## src/rtl/i2c_combo_master.sv

```systemverilog
module i2c_combo_master #(
  parameter int LEN_W = 8
) (
  input  logic               clk,
  input  logic               rst_n,
  input  logic               tick,
  input  logic               reg_we,
  input  logic [2:0]         reg_sel,
  input  logic [2*LEN_W-1:0] reg_wdata,
  output logic [4:0]         status,
  output logic               irq,
  output logic               busy,
  input  logic [7:0]         tx_data,
  input  logic               tx_valid,
  output logic               tx_ready,
  output logic [7:0]         rx_data,
  output logic               rx_valid,
  input  logic               rx_ready,
  output logic               scl_o,
  output logic               sda_o,
  input  logic               sda_i
);
  localparam logic [2:0] SEL_TGT = 3'd0, SEL_LEN = 3'd1, SEL_CTL = 3'd2, SEL_OP = 3'd3,
                         SEL_MSK = 3'd4, SEL_STA = 3'd5, SEL_GO = 3'd6, SEL_RST = 3'd7;
  localparam logic [1:0] OP_RD = 2'd2, OP_COMBO = 2'd3;

  typedef enum logic [2:0] {S_IDLE, S_HOLD, S_START, S_SEND, S_LOAD, S_RBYTE, S_PUSH, S_STOP} st_t;

  st_t               st;
  logic [1:0]        ph;
  logic [3:0]        bitn;
  logic [7:0]        sh;
  logic [LEN_W-1:0]  cnt;
  logic [6:0]        tgt;
  logic [2*LEN_W-1:0] len_q;
  logic [1:0]        op_q;
  logic              ctl_rs, ctl_dir, ctl_ae;
  logic [4:0]        mask_q, stat_q;
  logic              rd, second, fin_rs, sr, nack, abort_q;

  wire go      = reg_we && reg_sel == SEL_GO  && reg_wdata[0];
  wire srst    = reg_we && reg_sel == SEL_RST && reg_wdata[0];
  wire last_ph = tick && ph == 2'd3;
  wire samp    = tick && ph == 2'd2;
  wire byte_done = last_ph && bitn == 4'd8 &&
                   ((st == S_SEND && !(nack && ctl_ae)) || st == S_RBYTE);

  always_ff @(posedge clk or negedge rst_n) begin
    if (!rst_n) begin
      st <= S_IDLE; ph <= '0; bitn <= '0; sh <= '0; cnt <= '0;
      tgt <= '0; len_q <= '0; op_q <= '0; ctl_rs <= 1'b0; ctl_dir <= 1'b0; ctl_ae <= 1'b0;
      mask_q <= '0; stat_q <= '0;
      rd <= 1'b0; second <= 1'b0; fin_rs <= 1'b0; sr <= 1'b0; nack <= 1'b0; abort_q <= 1'b0;
    end else if (srst) begin
      st <= S_IDLE; ph <= '0; bitn <= '0; stat_q <= '0;
      second <= 1'b0; fin_rs <= 1'b0; sr <= 1'b0; nack <= 1'b0; abort_q <= 1'b0;
    end else begin
      if (reg_we) begin
        case (reg_sel)
          SEL_TGT: tgt <= reg_wdata[6:0];
          SEL_LEN: len_q <= reg_wdata;
          SEL_CTL: begin ctl_rs <= reg_wdata[1]; ctl_dir <= reg_wdata[4]; ctl_ae <= reg_wdata[5]; end
          SEL_OP:  op_q <= reg_wdata[1:0];
          SEL_MSK: mask_q <= reg_wdata[4:0];
          SEL_STA: stat_q <= stat_q & ~reg_wdata[4:0];
          default: ;
        endcase
      end
      if (tick && (st == S_START || st == S_SEND || st == S_RBYTE || st == S_STOP))
        ph <= ph + 2'd1;
      case (st)
        S_IDLE, S_HOLD: if (go) begin
          rd <= (op_q == OP_RD); second <= 1'b0; fin_rs <= 1'b0; abort_q <= 1'b0;
          cnt <= len_q[LEN_W-1:0]; ph <= '0; bitn <= '0; sr <= 1'b0;
          if (st == S_HOLD) begin st <= S_SEND; sh <= {tgt, op_q == OP_RD}; end
          else st <= S_START;
        end
        S_START: if (last_ph) begin
          if (fin_rs) begin
            st <= S_HOLD; fin_rs <= 1'b0; stat_q[0] <= 1'b1; stat_q[4] <= 1'b1;
          end else begin
            st <= S_SEND; sh <= {tgt, rd}; bitn <= '0;
          end
        end
        S_SEND: begin
          if (samp && bitn == 4'd8) nack <= sda_i;
          if (last_ph) begin
            if (bitn != 4'd8) begin sh <= {sh[6:0], 1'b0}; bitn <= bitn + 4'd1; end
            else if (nack && ctl_ae) begin st <= S_STOP; abort_q <= 1'b1; stat_q[1] <= 1'b1; end
          end
        end
        S_LOAD: if (tx_valid) begin
          sh <= tx_data; cnt <= cnt - 1'b1; bitn <= '0; st <= S_SEND;
        end
        S_RBYTE: begin
          if (samp && bitn != 4'd8) sh <= {sh[6:0], sda_i};
          if (last_ph && bitn < 4'd7) bitn <= bitn + 4'd1;
          if (last_ph && bitn == 4'd7) begin bitn <= 4'd8; cnt <= cnt - 1'b1; st <= S_PUSH; end
        end
        S_PUSH: if (rx_ready) st <= S_RBYTE;
        S_STOP: if (last_ph) begin
          st <= S_IDLE;
          if (!abort_q) stat_q[0] <= 1'b1;
        end
        default: st <= S_IDLE;
      endcase
      if (byte_done) begin
        bitn <= '0;
        if (cnt != '0) st <= rd ? S_RBYTE : S_LOAD;
        else if (op_q == OP_COMBO && !second) begin
          st <= S_START; second <= 1'b1; rd <= ctl_dir; sr <= 1'b1;
          cnt <= len_q[2*LEN_W-1:LEN_W];
        end else if (ctl_rs) begin
          st <= S_START; fin_rs <= 1'b1; sr <= 1'b1;
        end else st <= S_STOP;
      end
    end
  end

  wire scl_bit = (ph == 2'd1) || (ph == 2'd2);

  always_comb begin
    scl_o = 1'b1;
    sda_o = 1'b1;
    case (st)
      S_HOLD:  begin scl_o = 1'b0; sda_o = 1'b0; end
      S_START: begin scl_o = (ph == 2'd0) ? !sr : (ph != 2'd3); sda_o = (ph < 2'd2); end
      S_SEND:  begin scl_o = scl_bit; sda_o = (bitn == 4'd8) ? 1'b1 : sh[7]; end
      S_RBYTE: begin scl_o = scl_bit; sda_o = (bitn == 4'd8) ? (cnt == '0) : 1'b1; end
      S_LOAD, S_PUSH: scl_o = 1'b0;
      S_STOP:  begin scl_o = (ph != 2'd0); sda_o = (ph >= 2'd2); end
      default: ;
    endcase
  end

  assign status   = stat_q;
  assign irq      = |(stat_q & mask_q);
  assign busy     = (st != S_IDLE) && (st != S_HOLD);
  assign tx_ready = (st == S_LOAD);
  assign rx_valid = (st == S_PUSH);
  assign rx_data  = sh;

  p_tx_take_r2: assert property (@(posedge clk) disable iff (!rst_n)
    tx_ready && tx_valid && !srst |=> st == S_SEND && bitn == 4'd0 && ph == 2'd0);
  p_rx_hold_r3: assert property (@(posedge clk) disable iff (!rst_n)
    rx_valid && !rx_ready && !srst |=> rx_valid && $stable(rx_data));
  p_ackerr_gate_r6: assert property (@(posedge clk) disable iff (!rst_n)
    $rose(stat_q[1]) |-> ctl_ae);
  p_restart_gate_r8: assert property (@(posedge clk) disable iff (!rst_n)
    $rose(stat_q[4]) |-> ctl_rs && stat_q[0]);
  p_scl_paced_r12: assert property (@(posedge clk) disable iff (!rst_n)
    !$past(tick) && !$past(srst) |-> $stable(scl_o));
  p_sda_high_r12: assert property (@(posedge clk) disable iff (!rst_n)
    $past(scl_o) && scl_o && (sda_o != $past(sda_o)) && !$past(srst) |->
    (st == S_START || st == S_STOP));
endmodule

```

## config.mk

```make
export PLATFORM = sky130hd
export DESIGN_NAME = i2c_combo_master
export DESIGN_NICKNAME = d
export VERILOG_FILES = /design/src/rtl/i2c_combo_master.sv
export SDC_FILE = /design/constraint.sdc
export NUM_CORES = 1
export LEC_CHECK = 0
export BUFFER_PORTS_ARGS = -buffer_cell sky130_fd_sc_hd__buf_4
export CAP_MARGIN = 20
export CORE_MARGIN = 1.5
export CORE_UTILIZATION = 45
export DETAILED_ROUTE_END_ITERATION = 6
export SLEW_MARGIN = 30
export SYNTH_ARGS = -nofsm -noshare
export SYNTH_HDL_FRONTEND = slang
export SYNTH_SLANG_ARGS = --single-unit
```

## constraint.sdc

```tcl
create_clock -name clk -period 6.05 [get_ports clk]
set_input_delay 0.3025 -clock clk [delete_from_list [all_inputs] [get_ports clk]]
set_output_delay 0.3025 -clock clk [all_outputs]
set_load 0.05 [all_outputs]
```

==> results.json, run 1 <==
{
  "yosys.area_share.simple_pct": 18.0,
  "initial_core_util_pct": 46.6,
  "gp_congestion": 0.841,
  "finalCriticalPeriod_ps": 2710,
  "yosys.area_share.xor_xnor_pct": 0.228,
  "leakagePower_nw": 1.99,
  "cp-start-kind": "flip-flop",
  "worst_pin_slew_ps": 792,
  "slew_violations": 0,
  "clkTransAtPathRegs_ps": 80,
  "critPathLaunch": "cnt[4]",
  "area_growth_pct": 17.2,
  "max_stage_delay_ps": 540,
  "finalCritPeriodShare_pct": 44.8,
  "cts_buffers": 9,
  "combPwrFrac_pct": 46.8,
  "required_ps": 5750,
  "status": "finished, final reports clean",
  "globalRouteOverflowTotal": 0,
  "ys_ff_latch": 69,
  "rr_endpoint": "rx_data[7]",
  "antenna_found_initial": 0,
  "synth_fa_ha_area_share_pct": 1.95,
  "p_sw_share_pct": 44.7,
  "fp.dieArea_um2": 9110,
  "fin_tns_setup_ps": 0,
  "synth_edf_count": 0,
  "fin_nets": 481,
  "slew-limit-headroom_pct": 46.8,
  "netlist_area_um2": 3840,
  "root_buffer": "clkbuf_8",
  "io_pins": 53,
  "antenna_cells": 0,
  "syn-mean-instance-area_um2": 9.76,
  "track_usage_pct": 23.6,
  "p_int_w": 0.00118,
  "synth_warnings": 0,
  "critical_path.top_delay_family": "simple AND/OR/NAND/NOR gates",
  "synth.distinct_cells": 63,
  "vias": 3229,
  "synthFlopType": "dfrtp_1",
  "vias_per_cell": 5.86,
  "min_path_type": "input pin to flip-flop",
  "critPathCaptureType": "output port",
  "grt_start_max_net_pins": 70,
  "total_power_w": 0.00213,
  "r2r_cells": 5,
  "syn_nets": 434,
  "crit_path_cell_trace": "or4_4 > or3_4 > a21oi_1 > nor2_1 > o21a_1 > a31oi_1 > buf_4",
  "muxShareOfSynthArea_pct": 14.1,
  "arrival_ps": 2410,
  "synth_top_family_by_area": "simple AND/OR/NAND/NOR gates",
  "design_area_um2": 4510,
  "crit_end": "sda_o",
  "io_buffer_count": 52,
  "max_freq_ghz": 0.369,
  "grt_pass1_wl_mm": 16.3,
  "drive_above_1_share_pct": 28.0,
  "rrSetupSlack_ps": 3360,
  "clk_latency_ps": 350,
  "max-clock-path-buffers": 2,
  "routed_wirelength_mm": 9.78,
  "cts_tree": "yes",
  "crit_fanout": 5,
  "cts-htree-levels": 3,
  "hold_viol_final": 0,
  "power.share.sequential_pct": 34.9,
  "drc": 0,
  "crit_slowest_cell": "or4_4",
  "drt_iter0_drc": 180,
  "dpl-instance-area_um2": 4300,
  "wl_per_cell_um": 17.7,
  "finClkSkew_ps": 5.99,
  "antenna_left": 0,
  "worst-path-stages": 7,
  "maxCapViolCount": 0,
  "die_x_um": 95.4,
  "core_um2": 8260,
  "dp_hpwl_mm": 7.04,
  "dr.pass1.iters": 4,
  "synth_async_sr_flop_share_pct": 100,
  "grt_pass1_vias": 3214,
  "clkPwrFrac_pct": 18.3,
  "seq_area_frac_synth_pct": 44.9,
  "ir_worst_vdd_v": 0.000192,
  "synth-compound-area-share_pct": 17.2,
  "setup_viol": 0,
  "cts_setup_buffers": 0,
  "cts.sinks": 69,
  "power_density_nw_per_um2": 474,
  "postSynthCellCount": 394,
  "timing_worst_setup_path_type": "flip-flop to output port",
  "p_sw_w": 0.000953,
  "dieHeight_um": 95.4,
  "r2r_start": "st[0]",
  "rsz0062_at_grt": "false",
  "critical_path_buf_inv_count": 1,
  "fp-row-count": 33
}
-- worst register-to-register path, cell delays in order (launching register included) --
cell,delay [ps]
dfrtp_1,860
or3b_2,370
a2bb2oi_1,230
nand2_1,90
nor3_2,610
mux2_2,410
-- cells in the mapped netlist, types with 5 or more instances --
library cell / number / area share [%]
dfrtp_1: 69 / 45
nor2_1: 44 / 4.3
mux2_2: 41 / 12
nand2_1: 31 / 3.0
o21ai_0: 25 / 3.3
a21oi_1: 19 / 2.5
nor3_1: 16 / 2.1
clkbuf_1: 13 / 1.3
inv_1: 12 / 1.2
mux2i_1: 8 / 2.1
o21ai_1: 8 / 1.0
o22ai_1: 8 / 1.3
a211oi_1: 7 / 1.4
nand3_1: 7 / 0.91
ha_1: 6 / 2.0
nor2b_1: 5 / 0.81
-- cells by family (layout without fill, tap and decap cells) --
group,Yosys count,after routing
compound gates,101,101
xor+xnor,1,1
fa+ha+maj,6,6
buf+inv,32,84
flops,69,69
mux,49,49
simple gates,136,136
-- power groups by stage --
stage | registers [W] | clock network, W | logic (W)
global route | 0.000770 | 0.000424 | 0.00109
CTS | 0.000743 | 0.000402 | 0.000998
floorplan | 0.000780 | 0 | 0.000697
finish | 0.000746 | 0.000391 | 0.000998
global placement | 0.000746 | 0 | 0.000989
detailed placement | 0.000751 | 0 | 0.000996
-- metal layers --
layer	up-vias	GRT usage (%)	wire (um)
met1	1585	34.2	4750
met4	0	6.50	125
met5	-	0	0
li1	1532	-	-
met3	12	5.02	496
met2	100	35.8	4410
-- registers in the layout, summed over array words and instances, names as in the netlist, 2 cells and up --
register / count
mask_q: 5
tgt: 7
rx_data: 8
len_q: 16
status: 5
ph: 2
st: 3
cnt: 8
op_q: 2
bitn: 4
-- placed cells by master, fill, tap and decap left out, types with 4 or more instances in the layout --
master	netlist	routed
nand4_1	4	4
a21oi_1	19	19
nand3_1	7	7
o21ai_0	25	25
a211oi_1	7	7
inv_1	12	12
buf_4	2	54
mux2i_1	8	8
mux2_2	41	41
dfrtp_1	69	69
clkbuf_8	0	9
and2_1	4	4
o21ai_1	8	8
nor2b_1	5	5
o22ai_1	8	8
nor3_1	16	16
ha_1	6	6
nor2_1	44	44
nand2_1	31	31
-- metrics by stage --
| step | worst slack [ps] | hold slack, ps | util, % | std cells |
|---|---|---|---|---|
| 6_report | 3340 | 171 | 54.6 | 551 |
| 5_1_grt | 3200 | 166 | 54.6 | 551 |
| 4_1_cts | 3330 | 102 | 54.4 | 550 |
| 3_5_place_dp | 3410 | 485 | 52.0 | 534 |
| 3_3_place_gp | 3470 | 487 | 52.0 | 534 |
| 2_1_floorplan | 3370 | 6.91 | - | 394 |
-- worst min path at each step --
stage | start | end | slack (ps) | depth (start not counted)
global route | reg_we | status[2] | 170 | 2
CTS | rst_n | st[0] | 100 | 1
finish | reg_we | status[2] | 170 | 2
global placement | rst_n | len_q[14] | 490 | 1
detailed placement | rst_n | len_q[7] | 480 | 1
floorplan | rst_n | abort_q | 7 | 0
-- final cells by class --
type                       instances  area, um^2
fill                             788        3750
multi-input combinational        293        1980
sequential                        69        1730
timing repair buffer              56         427
tap                              105         131
clock buffer                      10         128
clock inverter                     6        71.3
inverter                          12        45.0
-- what timing repair did --
| item | in CTS | in global routing |
|---|---|---|
| gates resized for setup | 0 | 0 |
| endpoints found under the hold margin | 0 | 18 |
| hold buffers | 0 | 1 |
No activity file was read; power rests on OpenSTA's default activity.
==> inputs of run 2 (changes only) <==
- PLACE_DENSITY: unset -> 0.67
- clock period: 6.05 -> 2.2 ns (I/O delays scaled with it)
==> run 2 against run 1 <==
Against the previous run: the flow now finishes with violations (setup timing); setup slack got worse by 3500 ps; via count increased by 6.5%; critical path depth unchanged; global-route usage increased by 0.33 points; utilization increased by 5.8 points; power increased to 3.0 times the previous value; count of clock-buffer cells in the layout decreased by 1; cell count increased by 8.3%.
==> results.json, run 2 (synthesis results as in run 1) <==
{
  "fp.dieArea_um2": 9110,
  "wl_per_cell_um": 17.1,
  "finalCriticalPeriod_ps": 2390,
  "slew-limit-headroom_pct": 53.9,
  "io_buffer_count": 52,
  "arrival_ps": 2280,
  "cts.sinks": 69,
  "mostFrequentLayoutCells": "88 x buf_4, 69 x dfrtp_1, 44 x nor2_1",
  "required_ps": 2090,
  "status": "finished, violations left",
  "nFillCells": 735,
  "largest-register": "len_q",
  "fp-row-count": 33,
  "routed_wirelength_mm": 10.2,
  "crit_slowest_cell": "or4_4",
  "grt_pass1_vias": 3234,
  "drive_above_1_share_pct": 35.6,
  "fin_ws_ps": -190,
  "total_power_w": 0.00648,
  "area_growth_pct": 29.7,
  "leakagePower_nw": 2.26,
  "vias": 3439,
  "slew_violations": 0,
  "grt_pass1_wl_mm": 16.4,
  "crit_path_cell_trace": "or4_4 > or3_4 > a21oi_2 > nor2_1 > o21a_1 > a31oi_2 > buf_6",
  "dpl-instance-area_um2": 4550,
  "antenna_left": 0,
  "finClkSkew_ps": 8.93,
  "setup_viol": 11,
  "globalRouteOverflowTotal": 0,
  "dieHeight_um": 95.4,
  "max-clock-path-buffers": 2,
  "clkTransAtPathRegs_ps": 80,
  "crit_fanout": 2,
  "track_usage_pct": 24.0,
  "finalCritPeriodShare_pct": 109,
  "worst_pin_slew_ps": 687,
  "fin_util_pct": 60.4,
  "power_density_nw_per_um2": 1300,
  "dp_hpwl_mm": 7.49,
  "critPathCaptureType": "output port",
  "die_x_um": 95.4,
  "design_area_um2": 4990,
  "maxCapViolCount": 0,
  "drt_iter0_drc": 221,
  "min_path_type": "input pin to flip-flop",
  "clk_latency_ps": 350,
  "drc": 0,
  "cts-htree-levels": 3,
  "antenna_found_initial": 0,
  "cp-start-kind": "flip-flop",
  "multi_input_area_um2": 2060,
  "dr.pass1.iters": 5,
  "io_pins": 53,
  "vias_per_cell": 5.76,
  "max_stage_delay_ps": 530,
  "root_buffer": "clkbuf_8",
  "cts_tree": "yes",
  "core_um2": 8260,
  "cts_buffers": 9,
  "max_freq_ghz": 0.418,
  "ir_worst_vdd_v": 0.000569,
  "violations": "setup timing",
  "grt_start_max_net_pins": 70,
  "antenna_cells": 0,
  "rsz0062_at_grt": "true",
  "hold_viol_final": 0,
  "layout_commonest_cell": "buf_4",
  "initial_core_util_pct": 46.6,
  "fin_nets": 527,
  "timing_worst_setup_path_type": "flip-flop to output port",
  "gp_congestion": 0.897,
  "largest_reg_flops": 16,
  "seqCellArea_um2": 1730
}
[run 2: repair_timing]
action,CTS,global route
hold buffers,11,0
setup buffers,2,2
resized for setup,13,14
pin swaps,6,12
hold endpoints to repair,80,0
setup endpoints to repair,6,19
[run 2: report_power, final]
| group | internal, W | total [W] | switching [W] | leakage [nW] |
|---|---|---|---|---|
| sequential | 0.00162 | 0.00192 | 0.000301 | 0.858 |
| clock | 0.000644 | 0.00116 | 0.000521 | 0.110 |
| combinational | 0.00146 | 0.00340 | 0.00194 | 1.29 |
| total | 0.00372 | 0.00648 | 0.00276 | 2.26 |
[run 2: stage by stage]
stage	hold WS [ps]	worst slack [ps]	cells	setup TNS [ps]
CTS	14.4	-230	595	-341
global placement	284	36.1	566	0
floorplan	-186	-17.3	394	-17.3
global route	12.0	-230	597	-1580
finish	26.0	-190	597	-719
detailed placement	288	-22.9	566	-22.9
[run 2: worst paths after layout]
check                             startpoint   endpoint  slack (ps)  depth (start not counted)
worst min register to register      len_q[1]   len_q[1]         510                          1
min in group asynchronous              rst_n  len_q[10]         330                          2
worst max-delay path                  cnt[4]      sda_o        -190                          7
worst min-delay path            reg_wdata[6]   len_q[6]          30                          2
max in group asynchronous              rst_n    bitn[0]        1440                          2
worst max register to register        cnt[4]     cnt[2]        -140                          9
[run 2: area by class of cell]
| type | count | share of cell area (%) |
|---|---|---|
| multi-input combinational | 293 | 41.3 |
| tap | 105 | 2.63 |
| inverter | 12 | 0.903 |
| sequential | 69 | 34.6 |
| timing repair buffer | 102 | 16.1 |
| clock buffer | 9 | 2.48 |
| clock inverter | 7 | 1.98 |
[run 2: critical path: cells and delay by family, from the launching register on]
family          cells  cell delay (ps)
compound gates      3              400
flops               1              380
simple gates        3              960
buf+inv             1              180
[run 2: layer usage]
| layer | up-vias | GRT usage (%) | share of wire, % |
|---|---|---|---|
| met5 | - | 0 | 0 |
| met4 | 0 | 8.58 | 2.3 |
| met3 | 19 | 4.55 | 5.5 |
| met2 | 107 | 36.0 | 46 |
| met1 | 1684 | 34.5 | 46 |
| li1 | 1629 | - | - |
==> inputs of run 3 (changes only) <==
- CAP_MARGIN: 20 -> unset
- GPL_TIMING_DRIVEN: unset -> 0
==> run 3 against run 2 <==
Against the previous run: the run still ends with setup timing left; die area is the same; utilization is 1.4 points lower; critical path depth is 1 higher; register-to-register slack got worse by 30 ps; clock power fell by 11%.
==> results.json, run 3 (synthesis results as in run 1) <==
{
  "antenna_found_initial": 0,
  "layout_commonest_cell": "dfrtp_1",
  "pre_cts_ws_ps": -287,
  "min_path_type": "input pin to flip-flop",
  "violations": "setup timing",
  "dr.pass1.iters": 5,
  "dp.cells": 550,
  "mostFrequentLayoutCells": "68 x dfrtp_1, 60 x buf_4, 44 x nor2_1",
  "wl_per_cell_um": 17.7,
  "fp-row-count": 33,
  "routed_wirelength_mm": 10.3,
  "clkTransAtPathRegs_ps": 80,
  "setup_viol": 12,
  "finalCritPeriodShare_pct": 108,
  "clk_latency_ps": 350,
  "track_usage_pct": 24.1,
  "finalCriticalPeriod_ps": 2370,
  "leakagePower_nw": 2.15,
  "slew-limit-headroom_pct": 51.2,
  "drc": 0,
  "cts.sinks": 69,
  "fin_tns_setup_ps": -1180,
  "antenna_cells": 0,
  "holdWs_ps": 3.88,
  "root_buffer": "clkbuf_8",
  "arrival_ps": 2610,
  "crit_fanout": 5,
  "finClkSkew_ps": 9.97,
  "grt_pass1_vias": 3270,
  "core_um2": 8260,
  "ir_worst_vdd_v": 0.000530,
  "cts-htree-levels": 3,
  "required_ps": 2430,
  "critPathCaptureType": "flip-flop",
  "hold_viol_final": 0,
  "antenna_left": 0,
  "stdcell_count": 585,
  "dp_hpwl_mm": 7.30,
  "cts_buffers": 9,
  "timing_worst_setup_path_type": "flip-flop to flip-flop",
  "largest-register": "len_q",
  "holdPathStages": 2,
  "io_pins": 53,
  "status": "finished, violations left",
  "fin_nets": 515,
  "worst_pin_slew_ps": 727,
  "largest_reg_flops": 16,
  "cp-start-kind": "flip-flop",
  "fin_ws_ps": -172,
  "max_stage_delay_ps": 500,
  "vias_per_cell": 5.87,
  "rsz0062_at_grt": "true",
  "met2_usage_pct": 37.8,
  "io_buffer_count": 51,
  "crit_slowest_cell": "or4_4",
  "use_met3_pct": 4.15,
  "dieHeight_um": 95.4,
  "r2r_cells": 8,
  "globalRouteOverflowTotal": 0,
  "fp.dieArea_um2": 9110,
  "initial_core_util_pct": 46.6,
  "drt_iter0_drc": 301,
  "grt_start_max_net_pins": 70,
  "crit_path_cell_trace": "or4_4 > or3_4 > buf_4 > nor4_4 > buf_6 > nand2_4 > o22ai_4 > a21oi_2",
  "met1_usage_pct": 34.2,
  "max_freq_ghz": 0.422,
  "gp_congestion": 0.879,
  "power_density_nw_per_um2": 1280,
  "max-clock-path-buffers": 2,
  "drive_above_1_share_pct": 32.9,
  "maxCapViolCount": 0,
  "die_x_um": 95.4,
  "area_growth_pct": 26.7,
  "cts_tree": "yes",
  "top_usage_layer": "met2",
  "grt_pass1_wl_mm": 16.6,
  "slew_violations": 0,
  "vias": 3436
}
==> run 3: where the power goes <==
group          switching (W)  leakage [nW]  internal (W)
sequential          0.000309         0.857       0.00162
combinational        0.00195          1.20       0.00134
clock               0.000510        0.0923      0.000522
==> run 3: per-layer routing <==
layer / wire length, um / vias up
met3: 599 / 14
met2: 4830 / 118
li1: - / 1597
met5: 0 / -
met4: 156 / 0
met1: 4740 / 1707
==> run 3: per-stage QoR <==
step	cell area, um^2	power [W]	utilization [%]
2_1_floorplan	3860	0.00408	-
3_3_place_gp	4370	0.00485	53.0
3_5_place_dp	4370	0.00489	53.0
4_1_cts	4780	0.00614	57.9
5_1_grt	4870	0.00665	59.0
6_report	4870	0.00625	59.0
==> run 3: what timing repair did <==
item	in CTS	in global routing
gates resized for setup	16	21
setup endpoints to repair	24	28
endpoints found under the hold margin	79	0
pin swaps	11	3
cloned	1	0
setup buffers	7	0
hold buffers	10	0
==> run 3: worst max-delay path: cells and delay by family, from the launching register on <==
family	cells	cell delay [ps]
AO/OA/AOI/OAI	2	160
flip-flops	1	430
AND/OR/NAND/NOR	4	1300
buffers and inverters	2	360
==> run 3: area by class of cell <==
cell class,count,area (um^2)
Clock buffer,10,128
Inverter,12,45.0
Timing Repair Buffer,70,579
Fill cell,726,3390
Tap cell,105,131
Buffer,20,118
Sequential cell,69,1730
Clock inverter,6,63.8
Multi-Input combinational cell,293,2080
==> run 3: final timing paths <==
kind                         startpoint   endpoint  slack (ps)
max                              cnt[5]     cnt[2]        -170
min                        reg_wdata[7]   len_q[7]           4
max reg2reg                      cnt[5]     cnt[2]        -170
min reg2reg                   len_q[11]  len_q[11]         510
max in group asynchronous         rst_n    bitn[1]        1450
min in group asynchronous         rst_n   len_q[8]         210
